$ cat src/rtl/bflut_pkg.sv
package bflut_pkg;
  parameter int unsigned LOG2W   = 6;
  localparam int unsigned DATA_W  = 1 << LOG2W;
  localparam int unsigned TABLE_W = 8;

  typedef logic [DATA_W-1:0] word_t;

  // Positions whose index has bit k clear.
  function automatic word_t low_lanes(int unsigned k);
    word_t m;
    for (int unsigned i = 0; i < DATA_W; i++)
      m[i] = ((i >> k) & 1) == 0;
    return m;
  endfunction
endpackage

$ cat src/rtl/bflut_enable.sv
module bflut_enable
  import bflut_pkg::*;
#(
  parameter int unsigned STAGE = 0
) (
  input  logic               sel,
  input  logic [TABLE_W-1:0] tbl,
  output word_t              keep_en,
  output word_t              swap_en
);
  localparam word_t LOW = low_lanes(STAGE);

  logic [2:0] base;
  logic       keep_lo, keep_hi, swap_lo, swap_hi;

  assign base    = {2'b00, sel};
  assign keep_lo = tbl[base];
  assign keep_hi = tbl[base + 3'd2];
  assign swap_lo = tbl[base + 3'd4];
  assign swap_hi = tbl[base + 3'd6];

  // low lanes use the first entry, high lanes the entry two above
  assign keep_en = ({DATA_W{keep_lo}} & LOW) | ({DATA_W{keep_hi}} & ~LOW);
  assign swap_en = ({DATA_W{swap_lo}} & LOW) | ({DATA_W{swap_hi}} & ~LOW);
endmodule

$ cat src/rtl/bflut_stage.sv
module bflut_stage
  import bflut_pkg::*;
#(
  parameter int unsigned STAGE = 0
) (
  input  word_t cur,
  input  word_t keep_en,
  input  word_t swap_en,
  output word_t nxt
);
  localparam int unsigned STEP = 1 << STAGE;

  word_t partner;

  // butterfly wiring, index flipped in bit STAGE
  for (genvar i = 0; i < DATA_W; i++) begin : g_wire
    assign partner[i] = cur[i ^ STEP];
  end

  if (STAGE % 2 == 0) begin : g_aoi

    assign nxt = ~((cur & keep_en) | (partner & swap_en));
  end else begin : g_oai

    assign nxt = ~((cur | ~keep_en) & (partner | ~swap_en));
  end
endmodule

$ cat src/rtl/bflut_core.sv
module bflut_core
  import bflut_pkg::*;
(
  input  word_t              operand,
  input  logic [LOG2W-1:0]   shamt,
  input  logic [TABLE_W-1:0] tbl,
  input  logic               inv_pre,
  input  logic               inv_post,
  output word_t              result
);
  word_t chain [LOG2W+1];


  assign chain[0] = operand ^ {DATA_W{inv_pre}};

  for (genvar k = 0; k < LOG2W; k++) begin : g_stage
    word_t keep_en, swap_en;

    bflut_enable #(.STAGE(k)) u_en (
      .sel     (shamt[k]),
      .tbl     (tbl),
      .keep_en (keep_en),
      .swap_en (swap_en)
    );

    bflut_stage #(.STAGE(k)) u_st (
      .cur     (chain[k]),
      .keep_en (keep_en),
      .swap_en (swap_en),
      .nxt     (chain[k+1])
    );
  end


  assign result = chain[LOG2W] ^ {DATA_W{inv_post}};
endmodule

$ cat src/rtl/bflut_net.sv
module bflut_net
  import bflut_pkg::*;
#(
  parameter bit OUT_REG = 1'b1
) (
  input  logic               clk,
  input  logic               rst,
  input  logic               in_valid,
  output logic               in_ready,
  input  logic [DATA_W-1:0]  in_operand,
  input  logic [LOG2W-1:0]   in_shamt,
  input  logic [TABLE_W-1:0] in_table,
  input  logic               in_inv_pre,
  input  logic               in_inv_post,
  output logic               out_valid,
  input  logic               out_ready,
  output logic [DATA_W-1:0]  out_result
);
  word_t net_res;

  bflut_core u_core (
    .operand  (in_operand),
    .shamt    (in_shamt),
    .tbl      (in_table),
    .inv_pre  (in_inv_pre),
    .inv_post (in_inv_post),
    .result   (net_res)
  );

  if (OUT_REG) begin : g_reg
    logic  vld_q;
    word_t res_q;
    logic  take;

    assign in_ready   = !vld_q || out_ready;
    assign take       = in_valid && in_ready;
    assign out_valid  = vld_q;
    assign out_result = res_q;

    always_ff @(posedge clk) begin
      if (rst) begin
        vld_q <= 1'b0;
      end else if (take) begin
        vld_q <= 1'b1;
      end else if (out_ready) begin
        vld_q <= 1'b0;
      end
    end

    always_ff @(posedge clk) begin
      if (take) res_q <= net_res;
    end

    AST_RESET_CLEARS: assert property (@(posedge clk) rst |=> !out_valid);

    AST_ACCEPT_SHOWS: assert property (@(posedge clk) disable iff (rst)
      (in_valid && in_ready) |=> out_valid);

    AST_STALL_HOLDS: assert property (@(posedge clk) disable iff (rst)
      (out_valid && !out_ready) |=> (out_valid && $stable(out_result)));

    AST_STALL_BLOCKS: assert property (@(posedge clk) disable iff (rst)
      (out_valid && !out_ready) |-> !in_ready);

    AST_ZERO_TABLE: assert property (@(posedge clk) disable iff (rst)
      (in_valid && in_ready && in_table == '0)
        |=> out_result == {DATA_W{$past(in_inv_post)}});
  end else begin : g_comb
    assign in_ready   = out_ready;
    assign out_valid  = in_valid;
    assign out_result = net_res;
  end
endmodule

$ cat config.mk
export PLATFORM = sky130hd
export DESIGN_NAME = bflut_net
export DESIGN_NICKNAME = d
export VERILOG_FILES = /design/src/rtl/bflut_pkg.sv /design/src/rtl/bflut_enable.sv /design/src/rtl/bflut_stage.sv /design/src/rtl/bflut_core.sv /design/src/rtl/bflut_net.sv
export SDC_FILE = /design/constraint.sdc
export NUM_CORES = 1
export LEC_CHECK = 0
export BUFFER_PORTS_ARGS = -buffer_cell sky130_fd_sc_hd__buf_2
export CELL_PAD_IN_SITES_DETAIL_PLACEMENT = 0
export CELL_PAD_IN_SITES_GLOBAL_PLACEMENT = 1
export CORE_MARGIN = 2
export CORE_UTILIZATION = 41
export CTS_CLUSTER_DIAMETER = 40
export CTS_CLUSTER_SIZE = 14
export DETAILED_ROUTE_END_ITERATION = 12
export PLACE_DENSITY = 0.9
export SYNTH_ARGS = -nofsm -noshare
export SYNTH_HDL_FRONTEND = slang
export SYNTH_HIERARCHICAL = 1
export SYNTH_SLANG_ARGS = --single-unit
$ cat constraint.sdc
create_clock -name clk -period 2.11 [get_ports clk]
set_input_delay 0.1055 -clock clk [delete_from_list [all_inputs] [get_ports clk]]
set_output_delay 0.1055 -clock clk [all_outputs]
set_load 0.1 [all_outputs]
==> reports/metrics.yaml <==
status: "finished with violations"
violations: "setup timing"
routed_wirelength_mm: 33.1
syn_inst: 1771
grt_pass1_wl_mm: 47.3
cts_max_level: 3
highest_layer: "met4"
drv_cap: 0
ff2ff_setup_slack_ns: 0.68
cts_buffers: 9
yosys_warnings: 6
rsz0062_at_grt: "yes"
synth_area_per_cell_sq_um: 7.58
finalCriticalPeriod_ns: 2.22
areaGrowthSynthToFinish_pct: -8.65
rr_startpoint: "out_valid"
ir_drop_mv: 0.361
timing.rr.end: "out_result[9]"
gp_congestion: 0.933
vias: 8823
drt-met1-wl_mm: 13.0
grt_use_total_pct: 17.7
yosys-top-cells-count: "buf_4, inv_1, a22oi_1, o22ai_1, xor2_1"
start_util_pct: 41.5
viasPerCell: 5.09
hold_violations: 0
fillers: 3241
ys_types: 13
cp_slowest_cell: "mux2_4"
end_kind: "flop"
powerDensity_mw_per_mm2: 745
fp-row-count: 66
synthArstFlopShare_pct: 0
final_cell_count_no_fill: 1733
synth-seq-area-share_pct: 14.5
antenna_found_initial: 0
min_delay_path_depth: 3
fin_nets: 1370
route.met3.wl_mm: 1.99
synth_seq_cells: 65
ant_nets: 0
ioPinCount: 150
dp.cells: 1697
fin_crit_sh_pct: 105
hold_class: "in2reg"
slowest_delay_ns: 0.32
maxSlewViolCount: 0
tightestPinTransition_ns: 1.03
grt_max_degree: 35
antenna_cells: 0
place_ws_ns: -0.649
cts_root_buf: "clkbuf_16"
grt.overflow.total: 0
crit_buf_inv: 3
ys_top_cells_by_area: "buf_4, edfxtp_1, inv_1"
die_w_microns: 185
post-dp-hpwl_mm: 22.7
seqCellArea_sq_mm: 0.00194
start_kind: "input pin"
multi_input_area_sq_mm: 0.00583
path_cells: "buf_12 > mux2_4 > buf_12 > buf_12 > a22oi_2 > o22ai_2 > a22oi_2 > o22ai_2 > a22oi_2 > o22ai_1 > xor2_1"
insertion_delay_ns: 0.33
cp_max_fo: 8
clock_sinks: 65
skew_ns: 0.00677
min_to: "out_valid"
muxShareOfSynthArea_pct: 2.01
drive_above_1_share_pct: 48.3
yosysMostFrequentCell: "buf_4"
synth_top_area_share_pct: 43.0
first_pass_iters: 6
fin_tns_setup_ns: -1.30
tritoncts: "done"
wire_per_inst_microns: 19.1
total_power_mw: 9.14
syn-num-nets: 1855
worstPathRequired_ns: 2.19
drt_iter0_markers: 927
r2r_cells: 3
syn_area_sq_mm: 0.0134
crit_type: "in2reg"
synth_compound_area_share_pct: 19.8
setup_slack_ns: -0.114
worstHoldStart: "in_valid"
synth_fa_ha_area_share_pct: 0
die_h_microns: 185
path_clk_slew_ns: 0.06
synth_top_cell_by_area: "buf_4"
synth_simple_gate_area_share_pct: 0.168
timing.fmax_ghz: 0.450
synth_top_family_by_area: "buffers and inverters"
grt_pass1_vias: 8309
drc_errors: 0
setup_violations: 34
dieArea_sq_mm: 0.0342
synth_ff_type: "edfxtp_1"
p_leak_nw: 5.97
io_buffer_count: 149
worstPathArrival_ns: 2.30
clockBufferDepth: 2
wl_met2_mm: 17.1
crit_family: "compound AO/OA/AOI/OAI gates"
core_area_sq_mm: 0.0324
synth_edf_count: 64
relSlewSlack_pct: 31.5
synth-xor-area-share_pct: 8.35
cells by family after synthesis:
logic type	count (synthesis)
and+or+nand+nor	2
xor gates and xnor gates	128
buffers and inverters	1167
muxes	24
AOI/OAI and AO/OA	385
DFF	65
layer usage:
metal  track usage, %  up-vias
met5                0        -
met4             5.08        0
met3             2.54       69
met2             31.9      396
met1             22.0     4316
li1                 -     4042
state kept, by name (all words and copies together) (netlist names):
signal	flops
out_result	64
out_valid	1
report_power, final:
part	internal, mW	leakage, nW	switching [mW]
clock	1.16	0.163	0.577
sequential	1.71	0.628	0.0592
combinational	1.84	5.18	3.79
total	4.71	5.97	4.43
layout make-up:
type / instances / area share, %
Timing Repair Buffer: 282 / 17.5
Sequential cell: 65 / 15.9
Inverter: 385 / 11.8
Multi-Input combinational cell: 543 / 47.6
Tap cell: 442 / 4.51
Clock buffer: 10 / 1.87
Clock inverter: 6 / 0.939
cells in the final DEF, fill, tap and decap left out, drive strengths merged, types with 3 or more instances in the layout:
cell    instances
bufinv          3
clkbuf         13
o22ai         192
xor2          128
edfxtp         64
a22oi         192
buf           278
mux2           28
inv           386
through the flow:
stage / area [sq um] / hold slack [ns] / util [%]
after CTS: 11200 / 0.0121 / 34.6
final: 12300 / 0.0195 / 37.9
after floorplan: 13400 / 0.161 / -
after detailed placement: 9920 / 0.263 / 30.7
after global placement: 9920 / 0.257 / 30.7
after global routing: 12300 / 0.0431 / 37.9
how the worst max path moves through the flow:
stage	from	to	slack [ns]	depth (start not counted)
CTS	in_inv_pre	out_result[60]	-0.04	11
global placement	in_shamt[0]	out_result[49]	-0.63	11
global route	in_shamt[0]	out_result[6]	-0.15	12
finish	in_shamt[0]	out_result[46]	-0.11	11
floorplan	in_shamt[0]	out_result[20]	0.05	9
detailed placement	in_shamt[0]	out_result[5]	-0.65	10
tightest hold or removal path, cell delays in order:
cell     delay [ns]
buf_2          0.10
inv_1          0.06
a21oi_2        0.04
repair_timing:
action                     CTS  global route
hold endpoints to repair     1             0
pin swaps                   27            68
setup endpoints to repair   64            64
hold buffers                 1             0
resized for setup          163           157
gates cloned                 3             5
buffers inserted             1            13
(Power assumes the default switching activity.)
